## config.mk

```make
export PLATFORM = sky130hd
export DESIGN_NAME = seg_blk_xlate
export DESIGN_NICKNAME = d
export VERILOG_FILES = /design/src/rtl/xlate_pkg.sv /design/src/rtl/xlate_seg_file.sv /design/src/rtl/xlate_blk_bank.sv /design/src/rtl/seg_blk_xlate.sv
export SDC_FILE = /design/constraint.sdc
export NUM_CORES = 2
export LEC_CHECK = 0
export BUFFER_PORTS_ARGS = -buffer_cell sky130_fd_sc_hd__buf_2
export CAP_MARGIN = 20
export CORE_MARGIN = 2
export CORE_UTILIZATION = 56
export CTS_CLUSTER_SIZE = 40
export DETAILED_ROUTE_END_ITERATION = 7
export PLACE_DENSITY = 0.74
export SYNTH_ARGS = -nofsm -noshare
export SYNTH_HDL_FRONTEND = slang
export SYNTH_SLANG_ARGS = --single-unit
```

## constraint.sdc

```tcl
create_clock -name clk -period 2.6 [get_ports clk]
set_clock_uncertainty 0.05 [all_clocks]
set_input_delay 0.52 -clock clk [delete_from_list [all_inputs] [get_ports clk]]
set_output_delay 0.52 -clock clk [all_outputs]
set_load 0.05 [all_outputs]
```

## src/rtl/xlate_pkg.sv

```systemverilog
package xlate_pkg;
  localparam int EA_W      = 32;
  localparam int SEG_SEL_W = 4;
  localparam int OFF_W     = 12;
  localparam int PIDX_W    = EA_W - SEG_SEL_W - OFF_W;
  localparam int SEG_N     = 1 << SEG_SEL_W;
  localparam int VSID_W    = 24;
  localparam int BLK_N     = 4;
  localparam int BLK_IDX_W = $clog2(BLK_N);
  localparam int SEG_VALID_BIT = EA_W - 1;

  typedef enum logic [1:0] {
    SPC_SEG  = 2'd0,
    SPC_IBLK = 2'd1,
    SPC_DBLK = 2'd2,
    SPC_RSVD = 2'd3
  } cfg_space_e;

  typedef enum logic [1:0] {
    FLD_EBASE = 2'd0,
    FLD_MASK  = 2'd1,
    FLD_PBASE = 2'd2,
    FLD_VALID = 2'd3
  } blk_field_e;

  typedef struct packed {
    logic            valid;
    logic [EA_W-1:0] ebase;
    logic [EA_W-1:0] emask;
    logic [EA_W-1:0] pbase;
  } blk_entry_t;

  typedef struct packed {
    logic              valid;
    logic [VSID_W-1:0] vsid;
  } seg_entry_t;

  function automatic logic blk_covers(input logic [EA_W-1:0] ea,
                                      input logic [EA_W-1:0] base,
                                      input logic [EA_W-1:0] mask);
    return (ea & ~mask) == (base & ~mask);
  endfunction

  function automatic logic [EA_W-1:0] blk_phys(input logic [EA_W-1:0] ea,
                                               input logic [EA_W-1:0] pbase,
                                               input logic [EA_W-1:0] mask);
    return pbase | (ea & mask);
  endfunction

  function automatic logic [SEG_SEL_W-1:0] seg_select(input logic [EA_W-1:0] ea);
    return ea[EA_W-1 -: SEG_SEL_W];
  endfunction

  function automatic logic [PIDX_W-1:0] page_index(input logic [EA_W-1:0] ea);
    return ea[OFF_W +: PIDX_W];
  endfunction

  function automatic logic [OFF_W-1:0] page_offset(input logic [EA_W-1:0] ea);
    return ea[OFF_W-1:0];
  endfunction
endpackage

```

## src/rtl/xlate_seg_file.sv

```systemverilog
module xlate_seg_file #(
  parameter int N_ENT  = 16,
  parameter int ID_W   = 24,
  parameter int IDX_W  = $clog2(N_ENT)
) (
  input  logic             clk,
  input  logic             rst_n,
  input  logic             wr_en,
  input  logic [IDX_W-1:0] wr_idx,
  input  logic             wr_valid,
  input  logic [ID_W-1:0]  wr_id,
  input  logic [IDX_W-1:0] rd_idx,
  output logic             rd_valid,
  output logic [ID_W-1:0]  rd_id
);
  logic            ent_valid [N_ENT];
  logic [ID_W-1:0] ent_id    [N_ENT];

  for (genvar g = 0; g < N_ENT; g++) begin : g_ent
    logic hit_wr;
    assign hit_wr = wr_en && (wr_idx == IDX_W'(g));
    always_ff @(posedge clk or negedge rst_n) begin
      if (!rst_n) begin
        ent_valid[g] <= 1'b0;
        ent_id[g]    <= '0;
      end else if (hit_wr) begin
        ent_valid[g] <= wr_valid;
        ent_id[g]    <= wr_id;
      end
    end
  end

  assign rd_valid = ent_valid[rd_idx];
  assign rd_id    = ent_id[rd_idx];
endmodule

```

## src/rtl/xlate_blk_bank.sv

```systemverilog
module xlate_blk_bank
  import xlate_pkg::*;
#(
  parameter int N_ENT = 4,
  parameter int IDX_W = $clog2(N_ENT)
) (
  input  logic             clk,
  input  logic             rst_n,
  input  logic             wr_en,
  input  logic [IDX_W-1:0] wr_idx,
  input  logic [1:0]       wr_field,
  input  logic [EA_W-1:0]  wr_data,
  input  logic [EA_W-1:0]  ea,
  output logic [N_ENT-1:0] hit_vec,
  output logic             hit,
  output logic [IDX_W-1:0] hit_idx,
  output logic [EA_W-1:0]  hit_pa
);
  blk_entry_t ent [N_ENT];

  for (genvar g = 0; g < N_ENT; g++) begin : g_ent
    logic sel;
    assign sel = wr_en && (wr_idx == IDX_W'(g));
    always_ff @(posedge clk or negedge rst_n) begin
      if (!rst_n) begin
        ent[g] <= '0;
      end else if (sel) begin
        case (blk_field_e'(wr_field))
          FLD_EBASE: ent[g].ebase <= wr_data;
          FLD_MASK:  ent[g].emask <= wr_data;
          FLD_PBASE: ent[g].pbase <= wr_data;
          FLD_VALID: ent[g].valid <= wr_data[0];
          default:   ent[g].valid <= ent[g].valid;
        endcase
      end
    end
    assign hit_vec[g] = ent[g].valid && blk_covers(ea, ent[g].ebase, ent[g].emask);
  end

  always_comb begin
    hit     = 1'b0;
    hit_idx = '0;
    hit_pa  = '0;
    for (int i = N_ENT - 1; i >= 0; i--) begin
      if (hit_vec[i]) begin
        hit     = 1'b1;
        hit_idx = IDX_W'(i);
        hit_pa  = blk_phys(ea, ent[i].pbase, ent[i].emask);
      end
    end
  end
endmodule

```

## src/rtl/seg_blk_xlate.sv

```systemverilog
module seg_blk_xlate
  import xlate_pkg::*;
(
  input  logic                 clk,
  input  logic                 rst_n,
  input  logic                 cfg_we,
  input  logic                 cfg_super,
  input  logic [1:0]           cfg_space,
  input  logic [SEG_SEL_W-1:0] cfg_idx,
  input  logic [1:0]           cfg_field,
  input  logic [EA_W-1:0]      cfg_wdata,
  input  logic                 xl_req,
  input  logic [EA_W-1:0]      xl_ea,
  input  logic                 xl_is_inst,
  output logic                 out_valid,
  output logic                 out_blk_hit,
  output logic [BLK_IDX_W-1:0] out_blk_idx,
  output logic [EA_W-1:0]      out_pa,
  output logic                 pg_req,
  output logic [VSID_W-1:0]    pg_vsid,
  output logic [PIDX_W-1:0]    pg_index,
  output logic [OFF_W-1:0]     pg_offset,
  output logic                 seg_fault
);
  // Named internal events for the checker
  logic                 ev_cfg_accept;
  logic                 ev_blk_hit;
  logic                 ev_seg_fault;
  logic                 ev_page_req;
  logic [BLK_N-1:0]     ev_hit_vec;
  logic [BLK_IDX_W-1:0] ev_hit_idx;

  logic blk_idx_ok;
  logic wr_seg, wr_iblk, wr_dblk;

  assign ev_cfg_accept = cfg_we && cfg_super;
  assign blk_idx_ok    = int'(cfg_idx) < BLK_N;
  assign wr_seg  = ev_cfg_accept && (cfg_space_e'(cfg_space) == SPC_SEG);
  assign wr_iblk = ev_cfg_accept && (cfg_space_e'(cfg_space) == SPC_IBLK) && blk_idx_ok;
  assign wr_dblk = ev_cfg_accept && (cfg_space_e'(cfg_space) == SPC_DBLK) && blk_idx_ok;

  logic              seg_valid;
  logic [VSID_W-1:0] seg_vsid;

  xlate_seg_file #(.N_ENT(SEG_N), .ID_W(VSID_W), .IDX_W(SEG_SEL_W)) u_seg (
    .clk      (clk),
    .rst_n    (rst_n),
    .wr_en    (wr_seg),
    .wr_idx   (cfg_idx),
    .wr_valid (cfg_wdata[SEG_VALID_BIT]),
    .wr_id    (cfg_wdata[VSID_W-1:0]),
    .rd_idx   (seg_select(xl_ea)),
    .rd_valid (seg_valid),
    .rd_id    (seg_vsid)
  );

  logic [BLK_N-1:0]     bk_vec [2];
  logic                 bk_hit [2];
  logic [BLK_IDX_W-1:0] bk_idx [2];
  logic [EA_W-1:0]      bk_pa  [2];
  logic                 bk_wr  [2];

  assign bk_wr[0] = wr_iblk;
  assign bk_wr[1] = wr_dblk;

  for (genvar b = 0; b < 2; b++) begin : g_bank
    xlate_blk_bank #(.N_ENT(BLK_N), .IDX_W(BLK_IDX_W)) u_bank (
      .clk      (clk),
      .rst_n    (rst_n),
      .wr_en    (bk_wr[b]),
      .wr_idx   (cfg_idx[BLK_IDX_W-1:0]),
      .wr_field (cfg_field),
      .wr_data  (cfg_wdata),
      .ea       (xl_ea),
      .hit_vec  (bk_vec[b]),
      .hit      (bk_hit[b]),
      .hit_idx  (bk_idx[b]),
      .hit_pa   (bk_pa[b])
    );
  end

  logic bank_sel;
  assign bank_sel    = !xl_is_inst;
  assign ev_hit_vec  = bk_vec[bank_sel];
  assign ev_hit_idx  = bk_idx[bank_sel];
  assign ev_blk_hit  = xl_req && bk_hit[bank_sel];
  assign ev_seg_fault = xl_req && !bk_hit[bank_sel] && !seg_valid;
  assign ev_page_req  = xl_req && !bk_hit[bank_sel] && seg_valid;

  always_ff @(posedge clk or negedge rst_n) begin
    if (!rst_n) begin
      out_valid   <= 1'b0;
      out_blk_hit <= 1'b0;
      out_blk_idx <= '0;
      out_pa      <= '0;
      pg_req      <= 1'b0;
      pg_vsid     <= '0;
      pg_index    <= '0;
      pg_offset   <= '0;
      seg_fault   <= 1'b0;
    end else begin
      out_valid   <= xl_req;
      out_blk_hit <= ev_blk_hit;
      out_blk_idx <= ev_blk_hit ? ev_hit_idx : '0;
      out_pa      <= ev_blk_hit ? bk_pa[bank_sel] : '0;
      pg_req      <= ev_page_req;
      seg_fault   <= ev_seg_fault;
      pg_vsid     <= seg_vsid;
      pg_index    <= page_index(xl_ea);
      pg_offset   <= page_offset(xl_ea);
    end
  end
endmodule

```

==> out/summary.md <==
The final reports fail on negative setup slack. Headroom to the max-slew limit came out at 32.31%. The total clock buffers created by CTS is 135. The top achievable clock speed is 357.6 MHz, and the period utilization is 107.6%.

The number of antenna diodes in the final layout is 0. The async set-reset flop share out of synthesis came out at 100.0%. The remaining design rule violation count came out at 0.

After the first detailed-routing iteration, the DRC count stood at 4387. The count of final max-slew check failures is 0. The tools report the area of the die as 104500 um^2. The primary flip-flop cell chosen by synthesis mapping was sky130_fd_sc_hd__dfrtp_1. The ratio of cells with drive above 1 in the final layout is 50.37%, and the aggregate negative setup slack is -5.331 ns.

Setup violations remaining at the end of the flow were counted as 34. The layout has 7131 filler cells. Summing every instance area after synthesis gives 57070 um^2. Clock latency on the worst-skew pair, taken at its later pin, is 0.77 ns. After synthesis, the mean cell area works out to 14.05 um^2. Row generation in the floorplan step produced 117 rows.

The synthesized design contains 1266 register bits. For the met3 demand-to-capacity share in global routing, the log shows 8.559%. Setup repair after global routing could not meet its margin everywhere. At the worst endpoint, the required time is 3.17 ns.

TritonCTS built the clock tree. The met2 track demand over resource is 51.78%, and the clock-pin slew reported for the worst setup and hold paths after clock tree synthesis is 0.06 ns. The final routed wirelength across all metal layers is 181200 um, and the global-route wire length before repair is 267000 um. Global routing finished with a remaining overflow of 0. The tools report the largest net degree at the start of global routing as 87. At the pin with the least slew margin, the transition time is 1.013 ns. VDD sags by at most 0.5305 mV. The run finished, with violations left. Synthesis produced 4062 cells. The final cell count without fillers was 5928; the sequential area share after synthesis was 55.51%.

Summed over all cells, the static leakage comes to 32.15 nW. In this run, synthesis inferred 0 flip-flops with an integrated enable. The height of the chip is 323.2 um.

The total cell area at the placement stage is 62760 um^2, and the average vias per placed instance is 6.531. The post-detailed-placement half-perimeter wirelength was 124000 um; the power density relative to cell area was 662.6 nW/um^2. The area growth from synthesis to layout is 19.08%. The run gives 4140 as the synthesized netlist net count.

No sink is reached through more buffers than the 3 on the longest clock path. The via total after detailed routing came out at 38720. STA classifies the critical path startpoint as a register. At the end of routability-driven placement, the weighted congestion stood at 0.9870. Along the worst path, the maximum fanout reaches 17. The cell count after placement was 5659. In the layout the commonest cells are 1266 x sky130_fd_sc_hd__dfrtp_1, 1170 x sky130_fd_sc_hd__mux2_2, 368 x sky130_fd_sc_hd__buf_4. The setup slack after layout came out at -0.1966 ns.

The cell at the root of the clock tree is sky130_fd_sc_hd__clkbuf_16. The final critical delay including setup and external delays is 2.797 ns. The finished cells cover 67970 um^2. The class of the tightest hold or removal check is in2reg. For this design, the sink count on the clock tree is 1266. For the met1 track demand over resource in global routing, the log shows 49.48%. The run gives 24290 um^2 as the footprint of the multi-input gates. The logs give 35.17% for the total routing usage reported by global routing and 48 for the count of different cell masters after synthesis.

The sequential cells in the finished layout cover a total of 31680 um^2. For this configuration, the core starts out at a cell density of 56.26%. The start-to-end type of the worst setup path is reg2reg. The library cell used most frequently in the layout, excluding fill and tap cells, is sky130_fd_sc_hd__dfrtp_1. Number of hold-slack violations in the final timing report: 0. Across the run, the number of max-cap violations was 0. Summing internal, switching and leakage power gives 45.04 mW. The first detailed-routing pass ran for 6 iterations. 168 I/O pins were placed. The average wire per standard cell is 30.56 um, and the data arrival time of the worst path is 3.37 ns. The floorplan step defined a core boundary enclosing 101400 um^2.

The H-tree generated during clock tree synthesis spans 4 levels. During placement, the flow inserted port buffers numbering 167. The final-layout worst hold slack was 0.04346 ns; the count of synthesis-stage warnings from yosys was 0.

The remaining antenna violation count after routing is 0. The nature of the critical path endpoint was a register. The floorplan step set the die width to 323.2 um.

The net count of the finished layout is 4536. The number of global-route vias before repair is 39250. The layer with the highest usage was met2.

The run gives 14 as the number of antenna violations at the first check in global routing.
-- layer usage --
metal | routed length, um | vias to the layer above | part of all wire, %
li1 | - | 15780 | -
met1 | 73280 | 20480 | 40
met2 | 80650 | 1981 | 45
met3 | 17950 | 457 | 9.9
met4 | 9188 | 14 | 5.1
met5 | 96 | - | 0.053
-- critical path: stages, from the launching register on --
cell and delay (ns):
sky130_fd_sc_hd__dfrtp_1 0.39, sky130_fd_sc_hd__xnor2_1 0.16, sky130_fd_sc_hd__buf_4 0.18, sky130_fd_sc_hd__o22ai_1 0.07, sky130_fd_sc_hd__or4_1 0.48, sky130_fd_sc_hd__or3_4 0.37
sky130_fd_sc_hd__buf_6 0.13, sky130_fd_sc_hd__o211ai_1 0.16, sky130_fd_sc_hd__buf_4 0.20, sky130_fd_sc_hd__buf_12 0.17, sky130_fd_sc_hd__o221a_1 0.22, sky130_fd_sc_hd__o32ai_2 0.08
-- power breakdown --
| part | internal, mW | switching (mW) |
|---|---|---|
| clock | 11.7 | 8.06 |
| combinational | 1.77 | 2.33 |
| sequential | 20.6 | 0.543 |
-- per-stage QoR --
stage / utilization, % / worst slack (ns)
floorplan: - / -0.09121
global placement: 61.87 / -0.9882
detailed placement: 61.87 / -0.9330
CTS: 66.75 / -0.1542
global route: 66.99 / -0.2631
finish: 66.99 / -0.1966
-- area by class of cell --
| class | count | area share, % |
|---|---|---|
| inverter | 1 | 0.005523 |
| sequential | 1266 | 46.61 |
| clock buffer | 197 | 5.851 |
| clock inverter | 42 | 0.8284 |
| multi-input combinational | 2402 | 35.74 |
| tap | 1368 | 2.518 |
| timing repair buffer | 652 | 8.444 |
-- registers in the layout, indices dropped and copies added (netlist names) --
name               flops
g_bank.u_bank.ent    776
out_blk_hit            1
out_blk_idx            2
out_pa                32
out_valid              1
pg_index              16
pg_offset             12
pg_req                 1
pg_vsid               24
seg_fault              1
u_seg.ent_id         384
u_seg.ent_valid       16
-- worst paths after layout --
kind                                                        from  cells after the start                       endpoint  slack, ns
min in group asynchronous                                  rst_n                      2   u_seg.ent_id[32]$_DFFE_PN0P_       0.19
max in group asynchronous                                  rst_n                      4  u_seg.ent_id[234]$_DFFE_PN0P_       1.33
setup reg to reg           g_bank[0].u_bank.ent[185]$_DFFE_PN0P_                     11           out_pa[17]$_DFF_PN0_      -0.20
hold / removal                                         xl_ea[25]                      2         pg_index[13]$_DFF_PN0_       0.04
setup / recovery           g_bank[0].u_bank.ent[185]$_DFFE_PN0P_                     11           out_pa[17]$_DFF_PN0_      -0.20
hold reg to reg                    u_seg.ent_id[131]$_DFFE_PN0P_                      1  u_seg.ent_id[131]$_DFFE_PN0P_       0.45
-- repair_timing --
item / in CTS / in global routing
cloned: 2 / 2
resized for setup: 37 / 31
pin swaps: 6 / 9
endpoints found under the hold margin: 218 / 0
hold buffers: 17 / 0
buffers inserted: 2 / 7
endpoints found under the setup margin: 37 / 37
-- Yosys cell counts, types with 3 or more instances --
| cell type | instances | area, um^2 |
|---|---|---|
| sky130_fd_sc_hd__a21oi_1 | 256 | 1281 |
| sky130_fd_sc_hd__a31oi_1 | 64 | 400.4 |
| sky130_fd_sc_hd__and2_1 | 3 | 18.77 |
| sky130_fd_sc_hd__and3_1 | 6 | 37.54 |
| sky130_fd_sc_hd__buf_1 | 92 | 345.3 |
| sky130_fd_sc_hd__buf_2 | 53 | 265.3 |
| sky130_fd_sc_hd__buf_6 | 6 | 67.56 |
| sky130_fd_sc_hd__buf_8 | 3 | 45.04 |
| sky130_fd_sc_hd__clkbuf_1 | 238 | 893.4 |
| sky130_fd_sc_hd__dfrtp_1 | 1266 | 31680 |
| sky130_fd_sc_hd__mux2_1 | 6 | 67.56 |
| sky130_fd_sc_hd__mux2_2 | 1170 | 13180 |
| sky130_fd_sc_hd__mux4_2 | 125 | 2815 |
| sky130_fd_sc_hd__nand2_1 | 43 | 161.4 |
| sky130_fd_sc_hd__nand2b_1 | 4 | 25.02 |
| sky130_fd_sc_hd__nand3_1 | 40 | 200.2 |
| sky130_fd_sc_hd__nor2_1 | 30 | 112.6 |
| sky130_fd_sc_hd__nor2b_1 | 7 | 43.79 |
| sky130_fd_sc_hd__nor3_1 | 18 | 90.09 |
| sky130_fd_sc_hd__nor4_1 | 18 | 112.6 |
| sky130_fd_sc_hd__o2111ai_1 | 32 | 280.3 |
| sky130_fd_sc_hd__o211ai_1 | 34 | 255.2 |
| sky130_fd_sc_hd__o21ai_0 | 40 | 200.2 |
| sky130_fd_sc_hd__o221a_1 | 29 | 326.6 |
| sky130_fd_sc_hd__o221a_2 | 35 | 394.1 |
| sky130_fd_sc_hd__o22ai_1 | 120 | 750.7 |
| sky130_fd_sc_hd__o32ai_1 | 3 | 26.28 |
| sky130_fd_sc_hd__o32ai_2 | 29 | 471.7 |
| sky130_fd_sc_hd__or2_1 | 3 | 18.77 |
| sky130_fd_sc_hd__or2_2 | 3 | 18.77 |
| sky130_fd_sc_hd__or3_1 | 5 | 31.28 |
| sky130_fd_sc_hd__or4_1 | 6 | 45.04 |
| sky130_fd_sc_hd__xnor2_1 | 254 | 2225 |
-- cells by family after synthesis --
family / count (synthesis) / share of synthesized area (%)
AO/OA/AOI/OAI: 656 / 7.896
XOR/XNOR: 256 / 3.955
buffers and inverters: 394 / 2.848
flip-flops: 1266 / 55.51
multiplexers: 1301 / 28.13
AND/OR/NAND/NOR: 189 / 1.660
Note: power is estimated with default switching activity, not from simulation.
